--- config.mk ---
export PLATFORM = sky130hd
export DESIGN_NAME = trig_capture
export DESIGN_NICKNAME = d
export VERILOG_FILES = /design/src/rtl/cap_pkg.sv /design/src/rtl/cap_wr_ptr.sv /design/src/rtl/cap_hit_filter.sv /design/src/rtl/cap_post_len.sv /design/src/rtl/trig_capture.sv
export SDC_FILE = /design/constraint.sdc
export NUM_CORES = 1
export LEC_CHECK = 0
export BUFFER_PORTS_ARGS = -buffer_cell sky130_fd_sc_hd__buf_2
export CAP_MARGIN = 40
export CORE_MARGIN = 2
export CORE_UTILIZATION = 28
export CTS_CLUSTER_DIAMETER = 80
export DETAILED_ROUTE_END_ITERATION = 10
export HOLD_SLACK_MARGIN = 0.12
export PLACE_DENSITY = 0.48
export SLEW_MARGIN = 0
export SYNTH_ARGS = -nofsm -noshare
export SYNTH_HDL_FRONTEND = slang
export SYNTH_SLANG_ARGS = --single-unit
--- constraint.sdc ---
create_clock -name clk -period 8.96 [get_ports clk]
set_clock_uncertainty 0.2 [all_clocks]
set_input_delay 0.896 -clock clk [delete_from_list [all_inputs] [get_ports clk]]
set_output_delay 0.896 -clock clk [all_outputs]
set_load 0.005 [all_outputs]
--- src/rtl/cap_pkg.sv ---
package cap_pkg;
    localparam int FILT_W  = 2;
    localparam int PCT_W   = 7;
    localparam int PCT_MAX = 100;

    typedef enum logic [1:0] {
        ST_IDLE,
        ST_SEARCH,
        ST_POST,
        ST_READOUT
    } cap_state_e;
endpackage

--- src/rtl/cap_wr_ptr.sv ---
module cap_wr_ptr #(
    parameter int ADDR_W = 8
) (
    input  logic              clk,
    input  logic              rst_n,
    input  logic              step_i,
    output logic [ADDR_W-1:0] ptr_o
);
    always_ff @(posedge clk) begin
        if (!rst_n) begin
            ptr_o <= '0;
        end else if (step_i) begin
            ptr_o <= ptr_o + 1'b1;
        end
    end
endmodule

--- src/rtl/cap_hit_filter.sv ---
module cap_hit_filter
    import cap_pkg::*;
#(
    parameter int DATA_W = 8
) (
    input  logic              clk,
    input  logic              rst_n,
    input  logic              enable_i,
    input  logic              restart_i,
    input  logic              valid_i,
    input  logic [DATA_W-1:0] data_i,
    input  logic [DATA_W-1:0] level_i,
    input  logic              below_i,
    input  logic [FILT_W-1:0] code_i,
    output logic              fire_o
);
    localparam int CODES = 1 << FILT_W;
    localparam int CNT_W = CODES + 1;

    logic [CNT_W-1:0] run_q;
    logic [CNT_W-1:0] run_inc;
    logic [CNT_W-1:0] need;
    logic [CNT_W-1:0] need_tab [CODES];
    logic             hit;

    genvar g;
    generate
        for (g = 0; g < CODES; g++) begin : g_need
            assign need_tab[g] = CNT_W'(1) << g;
        end
    endgenerate

    always_comb begin
        need    = need_tab[code_i];
        hit     = below_i ? (data_i < level_i) : (data_i > level_i);
        run_inc = run_q + CNT_W'(1);
        fire_o  = enable_i && !restart_i && valid_i && hit && (run_inc >= need);
    end

    always_ff @(posedge clk) begin
        if (!rst_n) begin
            run_q <= '0;
        end else if (!enable_i || restart_i) begin
            run_q <= '0;
        end else if (valid_i) begin
            run_q <= hit ? run_inc : '0;
        end
    end
endmodule

--- src/rtl/cap_post_len.sv ---
module cap_post_len
    import cap_pkg::*;
#(
    parameter int ADDR_W = 8
) (
    input  logic [PCT_W-1:0] pct_i,
    output logic [ADDR_W:0]  len_o
);
    localparam int PROD_W = ADDR_W + PCT_W + 1;

    logic [PCT_W-1:0]  share;
    logic [PROD_W-1:0] prod;
    logic [PROD_W-1:0] quot;

    always_comb begin
        share = PCT_W'(PCT_MAX) - pct_i;
        prod  = PROD_W'(share) << ADDR_W;
        quot  = prod / PROD_W'(PCT_MAX);
        len_o = (ADDR_W + 1)'(quot);
    end
endmodule

--- src/rtl/trig_capture.sv ---
module trig_capture
    import cap_pkg::*;
#(
    parameter int DATA_W = 8,
    parameter int ADDR_W = 8
) (
    input  logic              clk,
    input  logic              rst_n,
    input  logic              smp_valid,
    input  logic [DATA_W-1:0] smp_data,
    input  logic              cfg_valid,
    input  logic [DATA_W-1:0] cfg_level,
    input  logic              cfg_below,
    input  logic [FILT_W-1:0] cfg_filter,
    input  logic [PCT_W-1:0]  cfg_pct,
    input  logic              arm,
    input  logic              rd_done,
    output logic              ram_we,
    output logic [ADDR_W-1:0] ram_addr,
    output logic [DATA_W-1:0] ram_wdata,
    output logic              rd_en,
    output logic [ADDR_W-1:0] rd_start
);
    localparam int LEN_W = ADDR_W + 1;

    cap_state_e        state_q, state_d;
    logic              cfg_ok;
    logic              arm_take;
    logic              wr_go;
    logic              trig;
    logic [ADDR_W-1:0] ptr;
    logic [LEN_W-1:0]  post_len;
    logic [LEN_W-1:0]  rem_q;
    logic [DATA_W-1:0] lvl_q;
    logic              below_q;
    logic [FILT_W-1:0] code_q;
    logic [PCT_W-1:0]  pct_q;

    // settings accepted only when complete and in range
    assign cfg_ok   = cfg_valid && (cfg_pct <= PCT_W'(PCT_MAX));
    assign arm_take = arm && cfg_ok && (state_q == ST_IDLE || state_q == ST_SEARCH);

    // snapshot of the search settings
    always_ff @(posedge clk) begin
        if (!rst_n) begin
            lvl_q   <= '0;
            below_q <= 1'b0;
            code_q  <= '0;
            pct_q   <= '0;
        end else if (arm_take) begin
            lvl_q   <= cfg_level;
            below_q <= cfg_below;
            code_q  <= cfg_filter;
            pct_q   <= cfg_pct;
        end
    end

    cap_wr_ptr #(.ADDR_W(ADDR_W)) u_ptr (
        .clk    (clk),
        .rst_n  (rst_n),
        .step_i (wr_go),
        .ptr_o  (ptr)
    );

    cap_hit_filter #(.DATA_W(DATA_W)) u_filt (
        .clk       (clk),
        .rst_n     (rst_n),
        .enable_i  (state_q == ST_SEARCH && cfg_valid),
        .restart_i (arm_take),
        .valid_i   (smp_valid),
        .data_i    (smp_data),
        .level_i   (lvl_q),
        .below_i   (below_q),
        .code_i    (code_q),
        .fire_o    (trig)
    );

    cap_post_len #(.ADDR_W(ADDR_W)) u_len (
        .pct_i (pct_q),
        .len_o (post_len)
    );

    // post-trigger countdown, loaded on trigger
    always_ff @(posedge clk) begin
        if (!rst_n) begin
            rem_q <= '0;
        end else if (trig) begin
            rem_q <= post_len;
        end else if (state_q == ST_POST && smp_valid) begin
            rem_q <= rem_q - LEN_W'(1);
        end
    end

    // state register
    always_ff @(posedge clk) begin
        if (!rst_n) begin
            state_q <= ST_IDLE;
        end else begin
            state_q <= state_d;
        end
    end

    // transitions
    always_comb begin
        state_d = state_q;
        unique case (state_q)
            ST_IDLE: begin
                if (arm_take) state_d = ST_SEARCH;              // ARM
            end
            ST_SEARCH: begin
                if (!cfg_valid) begin
                    state_d = ST_IDLE;                          // ABANDON
                end else if (arm_take) begin
                    state_d = ST_SEARCH;                        // REARM
                end else if (trig) begin                        // TRIG
                    state_d = (post_len == '0) ? ST_READOUT : ST_POST;
                end
            end
            ST_POST: begin
                if (smp_valid && rem_q == LEN_W'(1)) state_d = ST_READOUT; // FULL
            end
            ST_READOUT: begin
                if (rd_done) state_d = ST_IDLE;                 // RELEASE
            end
        endcase
    end

    // outputs
    always_comb begin
        wr_go     = smp_valid && (state_q != ST_READOUT);
        ram_we    = wr_go;
        ram_addr  = ptr;
        ram_wdata = smp_data;
        rd_en     = (state_q == ST_READOUT);
        rd_start  = ptr;
    end
endmodule

==> results_dict.tcl, run 1 <==
set metrics [dict create \
    status "completed" \
    endpoint_kind "flip-flop" \
    muxShareOfSynthArea_pct 4.34 \
    synth_edf_count 0 \
    final-setup-viol-count 0 \
    cts_buffers 5 \
    drv_cap 0 \
    vias 5059 \
    fin_total_pwr_uw 1950 \
    seq_power_share_pct 10.4 \
    max_freq_mhz 117 \
    num_antenna_cells 0 \
    syn-num-nets 710 \
    overflow 0 \
    pwr-share-clk_pct 9.2 \
    drive_above_1_share_pct 22.4 \
    antenna_found_initial 0 \
    grt_pass1_wl_mm 23.3 \
    p_int_uw 933 \
    dp_slack_ns 0.0139 \
    power.leakage_uw 0.00226 \
    synth_top_family_by_area "compound AO/OA/AOI/OAI gates" \
    synth_top_area_share_pct 17.5 \
    avgViaCountPerCell 5.47 \
    cts_tree "done" \
    slew_viol_final 0 \
    synth_compound_area_share_pct 30.5 \
    syn_area_per_cell_um2 7.41 \
    hold_viol_final 0 \
    min_path_type "flip-flop to flip-flop" \
    gp_congestion 0.842 \
    netlist_area_um2 4810 \
    core_area_um2 16700 \
    drt_iter0_drc 360 \
    die_w_um 135 \
    synth_area_leaders "dfxtp_1, ha_1, nor2_1" \
    ys_seq_area_share_pct 17.5 \
    wl_mm 14.4 \
    synth_top_area_cell "dfxtp_1" \
    gr-usage-met2_pct 25.5 \
    die-area_um2 18300 \
    initial_core_util_pct 28.8 \
    crit_slowest_cell "or3_1" \
    grt.busiest_layer "met2" \
    hold_buffers 0 \
    clk_root_buffer_cell "clkbuf_16" \
    htreeDepth 2 \
    drc 0 \
    async_reset_ff_share_pct 0 \
    cp-start-kind "flip-flop" \
    final_common_cell "nor2_1" \
    die_h_um 135 \
    ys_seq_elements 42 \
    grt_use_met3_pct 2.36 \
    grt_pass1_vias 4701 \
    grt_max_degree 32 \
    crit_buf_inv 4 \
    combPwrFrac_pct 80.4 \
    rows 47 \
    antenna_violating_nets_post_route 0 \
    synth_warnings 0 \
    wl_per_cell_um 15.6 \
    cts_sinks 42 \
    crit_arrival_ns 8.51 \
    yosys.area_share.simple_pct 27.2 \
    fillCellCount 1787 \
    cts_buffer_depth 2 \
    peakVddDrop_mv 0.138 \
    crit_family "compound AO/OA/AOI/OAI gates" \
    required_ns 8.94 \
    synth_cell_types 86 \
    clk_pin_slew_ns 0.06 \
    syn2layout_area_growth_pct 19.0 \
    switchingPower_uw 1010 \
    cp_max_fo 8 \
    power_density_nw_per_um2 340 \
    synth-adder-area-share_pct 7.28 \
    layout_common_cells "nor2_1, buf_2, nand2_1" \
    first_pass_iters 6 \
    finish.utilization_pct 34.3 \
    criticalPathCategory "flip-flop to flip-flop" \
    clkLatencyLatePin_ns 0.28 \
    relSlewSlack_pct 39.1 \
    grt_use_total_pct 15.4 \
    hpwl_mm 11.1 \
    synthCells 650 \
    synth_flop_cell "dfxtp_1" \
    pin_count 58 \
    final_nets 764 \
    post-route-min-period_ns 8.53 \
    port-buffer-count 57 \
    fin_ws_ns 0.435 \
    met1_usage_pct 20.7 \
    synthXorXnorAreaFrac_pct 6.26 \
    swShare_pct 52.1 \
    slowest_delay_ns 0.44 \
    fin_crit_sh_pct 95.1 \
    worstMarginPinSlew_ns 0.908 \
]
==> flip-flops by register name, indices dropped and copies added, names as in the netlist, named ones only <==
name          flops
rem_q             9
lvl_q             8
u_ptr.ptr_o       8
pct_q             7
u_filt.run_q      5
code_q            2
below_q           1
state_q           1
==> cell usage after synthesis, types with 5 or more instances <==
master / instances
a21o_1: 6
nand2b_1: 11
nor2b_1: 7
buf_2: 5
inv_1: 20
a22oi_1: 6
a31oi_1: 13
nand3_1: 13
and2_1: 10
o21ai_0: 32
nor4_1: 6
a211oi_1: 14
ha_1: 28
a21oi_1: 41
o22ai_1: 5
clkbuf_1: 16
dfxtp_1: 42
o21a_1: 11
o211ai_1: 8
mux2_2: 5
nand2_1: 45
o211a_1: 5
mux2i_1: 13
xnor2_1: 18
buf_4: 18
or3_1: 11
nor2_1: 82
nor3_1: 30
nand4_1: 12
xor2_1: 12
==> timing repair <==
action	4_1_cts	5_1_grt
endpoints found under the setup margin	1	3
buffers inserted	2	6
resized for setup	0	20
pin swaps	1	5
endpoints found under the hold margin	0	0
==> metal layers <==
metal | wire length, um | vias up
met5 | 0 | -
met4 | 284 | 0
met3 | 554 | 31
met2 | 6710 | 124
met1 | 6870 | 2374
li1 | - | 2530
==> power by group through the flow <==
stage	sequential [uW]	combinational, uW	clock (uW)
4_1_cts	201	1490	186
6_report	202	1560	180
3_3_place_gp	205	1480	0
5_1_grt	203	1700	195
2_1_floorplan	202	1090	0
3_5_place_dp	205	1470	0
==> metrics by stage <==
step           std cells  setup TNS, ns  hold slack [ns]  area (um^2)
2_1_floorplan        650              0            0.263         4890
3_3_place_gp         908              0            0.277         5380
3_5_place_dp         909              0            0.278         5410
4_1_cts              919              0            0.289         5570
5_1_grt              925        -0.0308            0.321         5730
6_report             925              0            0.284         5730
==> worst register-to-register path, delay by kind of cell, from the launching register on <==
family / cells / cell delay (ns)
flops: 1 / 0.41
buf+inv: 4 / 0.32
simple gates: 10 / 1.69
fa+ha+maj: 5 / 1.15
compound gates: 18 / 4.16
mux: 2 / 0.49
==> cell type report <==
| type | count | area [um^2] | area share, % |
|---|---|---|---|
| well taps | 220 | 275 | 4.81 |
| multi-input cells | 542 | 3820 | 66.8 |
| flip-flops and latches | 42 | 845 | 14.7 |
| clock buffers | 7 | 143 | 2.49 |
| repair buffers | 89 | 546 | 9.53 |
| inverters | 24 | 90.1 | 1.57 |
| clock inverters | 1 | 5.00 | 0.0874 |
==> cells by family (layout without fill, tap and decap cells) <==
kind of cell | count (synthesis) | in the layout
xor gates and xnor gates | 32 | 32
buffers and inverters | 66 | 121
muxes | 19 | 19
DFF | 42 | 42
and+or+nand+nor | 260 | 260
AOI/OAI and AO/OA | 203 | 203
adders and majority gates | 28 | 28
==> path summary, 6_finish.rpt <==
path                    from              end  slack [ns]  depth (start not counted)
max                 pct_q[4]         rem_q[0]        0.43                         39
min          u_filt.run_q[4]  u_filt.run_q[4]        0.28                          2
max reg2reg         pct_q[4]         rem_q[0]        0.43                         39
min reg2reg  u_filt.run_q[4]  u_filt.run_q[4]        0.28                          2
No activity file was read; power rests on OpenSTA's default activity.
==> run 2: changes to the inputs <==
--- a/config.mk
+++ b/config.mk
@@ -5,6 +5,7 @@
 export SDC_FILE = /design/constraint.sdc
 export NUM_CORES = 1
 export LEC_CHECK = 0
+export ABC_AREA = 1
 export BUFFER_PORTS_ARGS = -buffer_cell sky130_fd_sc_hd__buf_2
 export CAP_MARGIN = 40
 export CORE_MARGIN = 2
==> results_dict.tcl, run 2 <==
set metrics [dict create \
    status "completed" \
    num_antenna_cells 0 \
    crit_arrival_ns 8.00 \
    crit_buf_inv 5 \
    grt_use_total_pct 12.5 \
    cts_tree "done" \
    synth_top_area_share_pct 18.5 \
    endpoint_kind "flip-flop" \
    r2r-end "rem_q[0]" \
    crit_slowest_cell "dfxtp_1" \
    drv_cap 0 \
    first_pass_iters 4 \
    syn_area_per_cell_um2 6.21 \
    max_freq_mhz 125 \
    pin_count 58 \
    yosysMostFrequentCell "nand2_1" \
    hold_viol_final 0 \
    post_cts_buffers 0 \
    drive_above_1_share_pct 20.7 \
    worstMarginPinSlew_ns 0.557 \
    die-area_um2 17300 \
    clkLatencyLatePin_ns 0.28 \
    layout_common_cells "nand2_1, inv_1, nand3_1" \
    async_reset_ff_share_pct 0 \
    synth_flop_cell "dfxtp_1" \
    cts_resized 0 \
    grt_max_degree 34 \
    multi_input_area_um2 3120 \
    htreeDepth 2 \
    ff2ff_path_depth 50 \
    syn-num-nets 793 \
    avgViaCountPerCell 4.49 \
    synthXorXnorAreaFrac_pct 2.61 \
    die_w_um 132 \
    synth_compound_area_share_pct 11.9 \
    cp_max_fo 11 \
    hold_path_end "lvl_q[6]" \
    relSlewSlack_pct 62.9 \
    crit_top_cell "nand2_2" \
    r2r_slack_ns 0.94 \
    largest-register "rem_q" \
    synth_warnings 0 \
    final_nets 831 \
    rows 46 \
    required_ns 8.94 \
    layout.area.seq_um2 841 \
    slew_viol_final 0 \
    fin_setup_tns_ns 0 \
    min_from "lvl_q[6]" \
    port-buffer-count 57 \
    synth_top_area_cell "dfxtp_1" \
    fin_crit_sh_pct 89.5 \
    hold_depth 2 \
    overflow 0 \
    crit_family "simple AND/OR/NAND/NOR gates" \
    cts_buffers 5 \
    ys_seq_area_share_pct 18.5 \
    postPlaceCellArea_um2 4930 \
    synth-adder-area-share_pct 7.69 \
    drt_iter0_drc 226 \
    synth_area_leaders "dfxtp_1, nand2_1, inv_1" \
    syn2layout_area_growth_pct 12.6 \
    netlist_area_um2 4550 \
    synth_common_cells "nand2_1, inv_1, nand3_1, nor2_1, dfxtp_1" \
    synthCells 733 \
    slowest_delay_ns 0.40 \
    yosys.area_share.simple_pct 46.3 \
    holdWs_ns 0.259 \
    rr_startpoint "pct_q[0]" \
    fillCellCount 1823 \
    vias 4435 \
    core_area_um2 15900 \
    grt_pass1_wl_mm 19.0 \
    muxShareOfSynthArea_pct 0 \
    die_h_um 132 \
    post-route-min-period_ns 8.02 \
    criticalPathCategory "flip-flop to flip-flop" \
    grt_pass1_vias 4147 \
    synth_top_family_by_area "simple AND/OR/NAND/NOR gates" \
    final_common_cell "nand2_1" \
    wl_per_cell_um 10.8 \
    synth_edf_count 0 \
    drc 0 \
    rsz0062_at_grt "no" \
    synth_cell_types 45 \
    initial_core_util_pct 28.7 \
    cp-start-kind "flip-flop" \
    clk_root_buffer_cell "clkbuf_16" \
    clk_pin_slew_ns 0.06 \
    cts_buffer_depth 2 \
    cts_sinks 42 \
    wl_mm 10.7 \
    hold_buffers 0 \
    reg.largest.list "rem_q x9, lvl_q x8, u_ptr.ptr_o x8" \
    final-setup-viol-count 0 \
    stdcell_area_um2 5130 \
    ys_seq_elements 42 \
    min_path_type "flip-flop to flip-flop" \
    largest_reg_flops 9 \
    hpwl_mm 8.71 \
    antenna_found_initial 0 \
    antenna_violating_nets_post_route 0 \
    gp_congestion 0.788 \
]
-- run 2: changes by cell type after synthesis, moves of 12 or more --
cell,before,now
a211oi_1,14,2
xnor2_1,18,6
nor2_1,82,62
mux2i_1,13,0
nand3_1,13,69
nand2_2,2,40
nor3_1,30,7
nand2_1,45,175
inv_1,20,98
-- run 2: area by class of cell --
cell class                      instances  area share [%]
Timing Repair Buffer                   58            5.71
Inverter                              109            7.98
Clock inverter                          3            1.34
Clock buffer                            5            2.44
Tap cell                              216            5.27
Sequential cell                        42            16.4
Multi-Input combinational cell        555            60.8
-- run 2: per-layer routing --
layer	vias to the layer above	GRT usage, %	part of all wire (%)
met1	1945	17.5	52
met5	-	0	0
met3	4	1.31	2.3
met4	0	2.23	0.59
met2	52	21.1	45
li1	2434	-	-
-- run 2: worst max-delay path by stage --
stage / from / endpoint / slack (ns) / depth (start not counted)
2_1_floorplan: pct_q[0] / rem_q[0] / 2.02 / 56
3_3_place_gp: pct_q[0] / state_q[0] / 1.10 / 50
3_5_place_dp: pct_q[0] / rem_q[0] / 0.91 / 58
4_1_cts: pct_q[0] / rem_q[0] / 0.89 / 58
5_1_grt: pct_q[0] / rem_q[0] / 0.05 / 56
6_report: pct_q[0] / rem_q[0] / 0.94 / 50
-- run 2: logic make-up (layout without fill, tap and decap cells) --
| kind of cell | Yosys count | in the layout |
|---|---|---|
| flip-flops | 42 | 42 |
| AND/OR/NAND/NOR | 421 | 421 |
| XOR/XNOR | 12 | 12 |
| AO/OA/AOI/OAI | 94 | 94 |
| buffers and inverters | 136 | 175 |
| adder cells (fa/ha/maj) | 28 | 28 |
-- run 2: tightest hold or removal path, cell delays in order (launching register included) --
cell	delay, ns
dfxtp_1	0.30
inv_1	0.06
a21oi_1	0.06
-- run 2: metrics by stage --
step,worst slack (ns),util (%),instances
floorplan,2.02,-,733
global placement,1.10,31.0,980
detailed placement,0.910,31.0,980
CTS,0.892,32.3,988
global route,0.0517,32.3,988
finish,0.940,32.3,988
Power of run 2 is left out: the tool's default activity adds up to more than one toggle a clock period on the data nets, which glitch-free logic cannot reach.
